`src/rtl/brg_pkg.sv`:
```
// Package: shared types and constants for the dual baud rate divider timer.
// Assumes the register file is byte wide and holds exactly two timers.
package brg_pkg;

    localparam int NUM_TIMERS = 2;
    localparam int BYTE_W     = 8;
    localparam int NIBBLE_W   = 4;

    // Register addresses; the reload byte addresses are derived per timer
    localparam logic [2:0] ADDR_CTRL = 3'd0;

    typedef enum logic [2:0] {
        SRC_DIV16     = 3'b000,
        SRC_DIV32     = 3'b001,
        SRC_DIV64     = 3'b010,
        SRC_DIV128    = 3'b011,
        SRC_XTAL      = 3'b100,
        SRC_XTAL_HALF = 3'b101,
        SRC_PIN       = 3'b110,
        SRC_GP        = 3'b111
    } src_sel_e;

    typedef struct packed {
        logic     run;
        src_sel_e sel;
    } tmr_ctrl_t;

endpackage

```
`src/rtl/brg_prescaler.sv`:
```
// Module: brg_prescaler
// Free-running prefix counter that supplies the four system-clock taps
// (/16, /32, /64, /128) and a halved copy of the crystal strobe.
// Assumes the tap strobes are one cycle wide and shared by both timers.
module brg_prescaler #(
    parameter int PRE_W     = 7,
    parameter int FIRST_TAP = 4
) (
    input  logic                    clk,
    input  logic                    rst_n,
    input  logic                    xtal_en,
    output logic [PRE_W-FIRST_TAP:0] div_stb,
    output logic                    xtal_half_stb
);

    localparam int NUM_TAPS = PRE_W - FIRST_TAP + 1;

    logic [PRE_W-1:0] pre_cnt;
    logic             xtal_phase;

    // Advance the prefix counter every system clock cycle
    always_ff @(posedge clk) begin
        if (!rst_n) begin
            pre_cnt <= '0;
        end else begin
            pre_cnt <= pre_cnt + 1'b1;
        end
    end

    // Toggle the crystal phase on each crystal strobe
    always_ff @(posedge clk) begin
        if (!rst_n) begin
            xtal_phase <= 1'b0;
        end else if (xtal_en) begin
            xtal_phase <= ~xtal_phase;
        end
    end

    // Each tap fires when all of its low counter bits are ones
    for (genvar k = 0; k < NUM_TAPS; k++) begin : g_tap
        assign div_stb[k] = &pre_cnt[FIRST_TAP+k-1:0];
    end

    // Pass every second crystal strobe
    assign xtal_half_stb = xtal_en & xtal_phase;

endmodule

```
`src/rtl/brg_src_mux.sv`:
```
// Module: brg_src_mux
// Chooses one of the eight count enables for one timer from its 3-bit select.
// Assumes every input is a one-cycle strobe in the system clock domain.
module brg_src_mux
    import brg_pkg::*;
#(
    parameter int NUM_TAPS = 4
) (
    input  src_sel_e            sel,
    input  logic [NUM_TAPS-1:0] div_stb,
    input  logic                xtal_en,
    input  logic                xtal_half_stb,
    input  logic                pin_en,
    input  logic                gp_en,
    output logic                src_en
);

    // Decode the select code into the chosen strobe
    always_comb begin
        unique case (sel)
            SRC_DIV16:     src_en = div_stb[0];
            SRC_DIV32:     src_en = div_stb[1];
            SRC_DIV64:     src_en = div_stb[2];
            SRC_DIV128:    src_en = div_stb[3];
            SRC_XTAL:      src_en = xtal_en;
            SRC_XTAL_HALF: src_en = xtal_half_stb;
            SRC_PIN:       src_en = pin_en;
            SRC_GP:        src_en = gp_en;
            default:       src_en = 1'b0;
        endcase
    end

endmodule

```
`src/rtl/brg_down_timer.sv`:
```
// Module: brg_down_timer
// Reloadable down counter. It loads on start, decrements on each source
// strobe and pulses tick for one cycle at terminal count, then reloads.
// Assumes the reload value is only sampled at start and at terminal count.
module brg_down_timer #(
    parameter int CNT_W = 16
) (
    input  logic             clk,
    input  logic             rst_n,
    input  logic             run,
    input  logic [CNT_W-1:0] reload,
    input  logic             src_en,
    output logic             tick,
    output logic             active,
    output logic [CNT_W-1:0] count
);

    localparam logic [CNT_W-1:0] ONE = {{(CNT_W-1){1'b0}}, 1'b1};

    logic [CNT_W-1:0] reload_eff;

    // A reload of zero behaves as one so the timer cannot stall
    always_comb begin
        reload_eff = (reload == '0) ? ONE : reload;
    end

    // Hold cleared while stopped, load on start, count and reload while running
    always_ff @(posedge clk) begin
        if (!rst_n) begin
            count  <= '0;
            active <= 1'b0;
            tick   <= 1'b0;
        end else begin
            tick <= 1'b0;
            if (!run) begin
                count  <= '0;
                active <= 1'b0;
            end else if (!active) begin
                count  <= reload_eff;
                active <= 1'b1;
            end else if (src_en) begin
                if (count == ONE) begin
                    count <= reload_eff;
                    tick  <= 1'b1;
                end else begin
                    count <= count - ONE;
                end
            end
        end
    end

endmodule

```
`src/rtl/baud_timer_pair.sv`:
```
// Module: baud_timer_pair
// Top of the dual baud rate divider: register file, shared prescaler and
// one source mux plus down timer per channel.
// Assumes a single clock domain and a byte-wide write-only register port.
module baud_timer_pair
    import brg_pkg::*;
#(
    parameter int DATA_W = BYTE_W,
    parameter int ADDR_W = 3,
    parameter int PRE_W  = 7
) (
    input  logic              clk,
    input  logic              rst_n,
    input  logic              reg_wr,
    input  logic [ADDR_W-1:0] reg_addr,
    input  logic [DATA_W-1:0] reg_wdata,
    input  logic              xtal_en,
    input  logic [1:0]        pin_en,
    input  logic [1:0]        gp_en,
    output logic              tick_a,
    output logic              tick_b
);

    localparam int FIRST_TAP = 4;
    localparam int NUM_TAPS  = PRE_W - FIRST_TAP + 1;
    localparam int CNT_W     = 2 * DATA_W;

    logic [DATA_W-1:0]                  ctrl_q;
    logic [NUM_TIMERS-1:0][DATA_W-1:0]  rel_hi_q;
    logic [NUM_TIMERS-1:0][DATA_W-1:0]  rel_lo_q;

    logic [NUM_TAPS-1:0]                div_stb;
    logic                               xtal_half_stb;

    logic [NUM_TIMERS-1:0]              run_vec;
    logic [NUM_TIMERS-1:0]              src_vec;
    logic [NUM_TIMERS-1:0]              tick_vec;
    logic [NUM_TIMERS-1:0]              active_vec;
    logic [NUM_TIMERS-1:0][CNT_W-1:0]   count_vec;

    // Capture register writes; reload bytes sit at 1+2t (upper) and 2+2t (lower)
    always_ff @(posedge clk) begin
        if (!rst_n) begin
            ctrl_q   <= '0;
            rel_hi_q <= '0;
            rel_lo_q <= '0;
        end else if (reg_wr) begin
            if (reg_addr == ADDR_CTRL) begin
                ctrl_q <= reg_wdata;
            end
            for (int t = 0; t < NUM_TIMERS; t++) begin
                if (reg_addr == ADDR_W'(1 + 2 * t)) begin
                    rel_hi_q[t] <= reg_wdata;
                end
                if (reg_addr == ADDR_W'(2 + 2 * t)) begin
                    rel_lo_q[t] <= reg_wdata;
                end
            end
        end
    end

    brg_prescaler #(
        .PRE_W     (PRE_W),
        .FIRST_TAP (FIRST_TAP)
    ) u_prescaler (
        .clk           (clk),
        .rst_n         (rst_n),
        .xtal_en       (xtal_en),
        .div_stb       (div_stb),
        .xtal_half_stb (xtal_half_stb)
    );

    for (genvar t = 0; t < NUM_TIMERS; t++) begin : g_timer
        tmr_ctrl_t nib;

        assign nib        = tmr_ctrl_t'(ctrl_q[NIBBLE_W*t +: NIBBLE_W]);
        assign run_vec[t] = nib.run;

        brg_src_mux #(
            .NUM_TAPS (NUM_TAPS)
        ) u_mux (
            .sel           (nib.sel),
            .div_stb       (div_stb),
            .xtal_en       (xtal_en),
            .xtal_half_stb (xtal_half_stb),
            .pin_en        (pin_en[t]),
            .gp_en         (gp_en[t]),
            .src_en        (src_vec[t])
        );

        brg_down_timer #(
            .CNT_W (CNT_W)
        ) u_timer (
            .clk    (clk),
            .rst_n  (rst_n),
            .run    (nib.run),
            .reload ({rel_hi_q[t], rel_lo_q[t]}),
            .src_en (src_vec[t]),
            .tick   (tick_vec[t]),
            .active (active_vec[t]),
            .count  (count_vec[t])
        );
    end

    assign tick_a = tick_vec[0];
    assign tick_b = tick_vec[1];

endmodule

```
`config.mk`:
```
export PLATFORM = sky130hd
export DESIGN_NAME = baud_timer_pair
export DESIGN_NICKNAME = d
export VERILOG_FILES = /design/src/rtl/brg_pkg.sv /design/src/rtl/brg_prescaler.sv /design/src/rtl/brg_src_mux.sv /design/src/rtl/brg_down_timer.sv /design/src/rtl/baud_timer_pair.sv
export SDC_FILE = /design/constraint.sdc
export NUM_CORES = 1
export LEC_CHECK = 0
export BUFFER_PORTS_ARGS = -buffer_cell sky130_fd_sc_hd__buf_2
export CORE_ASPECT_RATIO = 1.75
export CORE_MARGIN = 5
export CORE_UTILIZATION = 45
export DETAILED_ROUTE_END_ITERATION = 8
export SYNTH_ARGS = -nofsm -noshare
export SYNTH_HDL_FRONTEND = slang
export SYNTH_HIERARCHICAL = 1
export SYNTH_SLANG_ARGS = --single-unit
```
`constraint.sdc`:
```
create_clock -name clk -period 3.7 [get_ports clk]
set_input_delay 0.185 -clock clk [delete_from_list [all_inputs] [get_ports clk]]
set_output_delay 0.185 -clock clk [all_outputs]
set_load 0.02 [all_outputs]
```
== Word level (Yosys, flattened, before mapping) ==
Cells that the tools add are included.
Cells by class
  $add $sub $neg: 3
  eq/ne operators: 22
  multiplexer cells: 14
  bitwise operators: 2
  reduce and logical (&&, ||, !) cells: 18
Operators with widths (count)
  $mux W16: 8
  $eq A16 B1 Y1 const B: 2
  $logic_not A16 Y1: 2
  $sub A16 B1 Y16 const B: 2
  $eq A3 B3 Y1 const B: 9
  $eq A3 B2 Y1 const B: 6
  $pmux W1 S8: 2
  $reduce_and A2 Y1: 7
  $reduce_and A4 Y1: 3
  $eq A3 B1 Y1 const B: 3
  $logic_not A3 Y1: 3
  $add A7 B1 Y7 const B: 1
  $reduce_and A7 Y1: 1
  $reduce_and A6 Y1: 1
  $reduce_and A5 Y1: 1
  $mux W1: 4
  $ne A2 B2 Y1 const B: 2
  $and A1 B1 Y1: 1
  $not A1 Y1: 1
Word-level totals
  bits in registers: 84
  input port bits: 19
  output and inout port bits: 2
  word-level logic and storage cells: 72

== Longest topological paths before layout ==
  depth after elaboration: 5
  gate-level depth with buffers: 12
  mapped depth without buffers: 11

== Hierarchy ==
Netlist, hierarchy kept.
By module, submodules not included
  brg_down_timer: instances 2, cells an instance 151, area an instance 1186.1 um2, seq. area each 360.3 um2
  baud_timer_pair: instances 1, cells an instance 143, area an instance 1487.7 um2, seq. area each 800.8 um2
  brg_prescaler: instances 1, cells an instance 32, area an instance 336.6 um2, seq. area each 160.2 um2
  brg_src_mux: instances 2, cells an instance 3, area an instance 63.8 um2, seq. area each 0.0 um2

== Least setup slack after synthesis ==
No wires, ideal clock.
  kind: reg-to-reg
  start point: register u_prescaler.pre_cnt[0]
  end point: register g_timer[0].u_timer.count[13]
  setup time: 0.074 ns
  arrival: 2.616 ns
  data required time: 3.626 ns
  slack: 1.010 ns
  stages on the path, launching flop included: 13
  buffers on the path: 2
  clock period less this slack: 2.690 ns
  path through: dfxtp_1 -> ha_1 -> and3_4 -> and3_4 -> and2_1 -> mux4_1 -> mux2_2 -> buf_6 -> nand3_1 -> o21a_1 -> buf_6 -> o311ai_0 -> a31oi_1
On the way
  word-level cells in the longest chain between the ends: 3
  elaborated cells between the ends (all ways): 6
  those cells by class: eq/ne: 1; mux: 1; reduce/logical: 4
Ends and longest elaborated chain
  from (decl): RTL line brg_prescaler.sv:18  | logic [PRE_W-1:0] pre_cnt;
  from (signal assigned): RTL line brg_prescaler.sv:26  | pre_cnt <= pre_cnt + 1'b1;
  $reduce_and A4 Y1: RTL line brg_prescaler.sv:41  | assign div_stb[k] = &pre_cnt[FIRST_TAP+k-1:0];
  net div_stb[0]: RTL line baud_timer_pair.sv:32  | logic [NUM_TAPS-1:0] div_stb;
  $pmux W1 S8: RTL line brg_src_mux.sv:20  | unique case (sel)
  net src_vec[0]: RTL line baud_timer_pair.sv:36  | logic [NUM_TIMERS-1:0] src_vec;
  $ne A2 B2 Y1 (no source line)
  to (signal assigned): RTL line brg_down_timer.sv:39  | count <= reload_eff;
  to (signal assigned): RTL line brg_down_timer.sv:43  | count <= reload_eff;
  to (signal assigned): RTL line brg_down_timer.sv:46  | count <= count - ONE;
  to (decl): RTL line brg_down_timer.sv:15  | output logic [CNT_W-1:0] count
The timed path passes the listed nets, and every way through them passes these cells.
A chain may end at the register's enable or synchronous reset.

== Final worst setup path ==
  start point: register u_prescaler.pre_cnt[0]
  end point: register g_timer[0].u_timer.count[9]
The elaborated chain is that of the path after synthesis.

==> reports/metrics.yaml <==
synth:
  async_reset_ff_frac: 0
  ys_seq_area_frac: 0.389
  ys_ff_latch: 84
  yosys.area.top_type: "dfxtp_1"
  synth_area_um2: 4320
  synth_flop_cell: "dfxtp_1"
  synth_cell_types: 57
  yosys-top-cells-area: "dfxtp_1, mux2i_1, nand2_1"
  synth_top_area_frac: 0.389
  syn-num-nets: 508
  synth-edff-count: 0
  yosysWarnings: 6
  syn_inst: 483
  avgSynthCellArea_um2: 8.95
drt:
  drt_iter0_drc: 194
  wl_per_cell_um: 17.9
  finalWirelength_um: 11000
  drc: 0
  num_vias: 3700
  drt-pass1-iter-count: 5
  ant_nets: 0
  post_drt_via_cell_ratio: 5.99
cells_and_area:
  seq_area_um2: 1680
  nets: 516
  fin_area_um2: 4720
  fill_cells: 915
  fin_cells: 618
  multi_input_area_um2: 2420
  antenna_cells: 0
  drive_gt1_frac: 0.105
  area_growth_syn_to_layout_pct: 9.26
power_and_ir_drop:
  power.internal_uw: 1490
  swShare: 0.230
  clkPwrFrac: 0.464
  p_leak_uw: 0.00188
  power.density_nw_per_um2: 408
  p_switching_uw: 444
  ir_drop_mv: 0.218
  power_frac_comb: 0.053
  p_seq_frac: 0.483
  total_power_uw: 1930
sta:
  fmax_ghz: 0.322
  setup_tns_ps: 0
  max_slew.worst_pin.slew_ps: 612
  fin_hold_ws_ps: 209
  drv_slew: 0
  setup_violations: 0
  rsz0062_at_grt: "false"
  hold_viol: 0
  fin_crit_ps: 3100
  relSlewSlack: 0.590
  fin_skew_ps: 7.39
  fin_crit_sh: 0.839
setup_path:
  cp-start-kind: "register"
  worstPathMaxFanout: 19
  regToRegEndpoint: "g_timer[0].u_timer/count[9]"
  cp.required_ps: 3900
  rr_startpoint: "u_prescaler/pre_cnt[0]"
  r2r_cells: 10
  r2r_slack_ps: 600
  endpoint_kind: "register"
  arrival_ps: 3310
  worstSetupPathType: "reg -> reg"
  crit_start: "u_prescaler/pre_cnt[0]"
cts:
  cts_setup_buffers: 0
  clock-sinks: 84
  hold_buffers: 0
  cts_root_buf: "clkbuf_16"
  htree_levels: 3
  clk_latency_ps: 340
  cts_buffer_depth: 2
  cts_tree: "done"
  path_clk_slew_ps: 60
  cts_buffers: 9
  cts_resized: 0
floorplanning:
  start_util: 0.460
  die_h_um: 140
  dieArea_um2: 11700
  pin_count: 21
  die_w_um: 84.1
  core_region_area_um2: 9410
  placementRows: 47
hold_path:
  hold_end: "u_prescaler/xtal_phase"
  worstHoldPathCells: 3
  hold_path.startpoint: "xtal_en"
  hold_class: "in -> reg"
placed_design:
  dpl.cell_count: 602
  hpwlAfterDp_um: 8240
  place_area_um2: 4420
  gp_congestion: 0.981
  port_buffers: 20
global_route:
  track_usage: 0.193
  antenna_found_initial: 0
  grt_pass1_wl_um: 18100
  grt_pass1_vias: 3628
  grt_max_degree: 32
  grt_overflow_total: 0
job:
  maxCapViolCount: 0
outcome:
  status: "finished, final reports clean"
-- placed cells by master (no fill, tap or decap), types with 3 or more instances in the layout --
cell type	count
dfxtp_1	84
nand2_1	73
mux2i_1	46
nor2_1	25
nor3_1	24
o21ai_0	22
buf_2	20
nand3_1	17
a21oi_1	16
inv_1	14
a31oi_1	14
nor4_1	10
clkbuf_16	9
o32ai_1	8
and2_1	7
nand2b_1	6
ha_1	6
nor2b_1	5
mux4_1	4
nor4_4	4
or3_1	4
nand4_1	4
o22ai_1	4
clkinvlp_4	3
xnor2_1	3
-- power groups by stage --
stage | Sequential, µW | Combinational, µW | Clock [µW]
5_1_grt | 933 | 113 | 956
4_1_cts | 932 | 102 | 921
2_1_floorplan | 947 | 72.3 | 0
6_report | 932 | 102 | 895
3_5_place_dp | 952 | 102 | 0
3_3_place_gp | 952 | 100 | 0
-- cell usage after synthesis (3+ instances only) --
cell type,number
nand2_1,73
nor2_1,25
o32ai_1,8
a21oi_1,16
xnor2_1,3
dfxtp_1,84
buf_2,8
nor3_1,24
a31oi_1,14
nand3_1,17
mux4_1,4
buf_6,7
nor2b_1,5
and2_1,7
inv_1,14
mux2i_1,46
or3_1,4
o22ai_1,4
ha_1,6
nand4_1,4
nor4_4,4
o21ai_0,22
nand2b_1,6
nor4_1,10
clkbuf_1,7
-- cell type report --
type	count	area share
Multi-Input combinational cell	359	0.513
Sequential cell	84	0.356
Clock buffer	9	0.0477
Tap cell	122	0.0323
Timing Repair Buffer	21	0.0228
Clock inverter	7	0.0159
Inverter	16	0.0127
-- state kept, by name, indices dropped and copies added (netlist names) --
register	cells
g_timer.u_timer/count	32
ctrl_q	8
u_prescaler/xtal_phase	1
rel_hi_q	16
g_timer.u_timer/active	2
g_timer.u_timer/tick	2
u_prescaler/pre_cnt	7
rel_lo_q	16
-- kinds of logic (layout without fill, tap and decap cells) --
logic type / Yosys count / in the layout / share of synthesized area
and+or+nand+nor: 200 / 200 / 0.248
AOI/OAI and AO/OA: 96 / 96 / 0.149
DFF: 84 / 84 / 0.389
muxes: 52 / 52 / 0.136
buffers and inverters: 40 / 53 / 0.0509
adders and majority gates: 6 / 6 / 0.0174
xor gates and xnor gates: 5 / 5 / 0.0101
-- per-layer routing --
layer / share of wire / global-route usage / wire length, µm
met3: 0.037 / 0.0308 / 406
met5: 0 / 0 / 0
met2: 0.53 / 0.341 / 5840
met1: 0.38 / 0.204 / 4160
met4: 0.058 / 0.134 / 635
-- critical path, stage by stage, from the launching register on --
cell and delay, ps:
dfxtp_1 320, ha_1 220, and3_4 190, and3_4 180
and2_1 160, mux4_1 480, mux2_2 420, nand3_1 180
o21a_1 440, mux2i_1 260, o32ai_1 110
-- stage by stage --
stage / util / setup WS (ps)
2_1_floorplan: - / 1010
3_3_place_gp: 0.470 / 674
3_5_place_dp: 0.470 / 624
4_1_cts: 0.502 / 604
5_1_grt: 0.502 / 431
6_report: 0.502 / 597
-- worst max-delay path by stage --
stage,endpoint,slack (ps),cells after the start
finish,g_timer[0].u_timer/count[9],600,10
global route,g_timer[0].u_timer/count[9],430,10
CTS,g_timer[1].u_timer/count[13],600,10
detailed placement,g_timer[0].u_timer/count[13],620,10
global placement,g_timer[0].u_timer/count[13],670,10
floorplan,g_timer[0].u_timer/count[13],1010,12
Power figures use the tool's default switching activity.
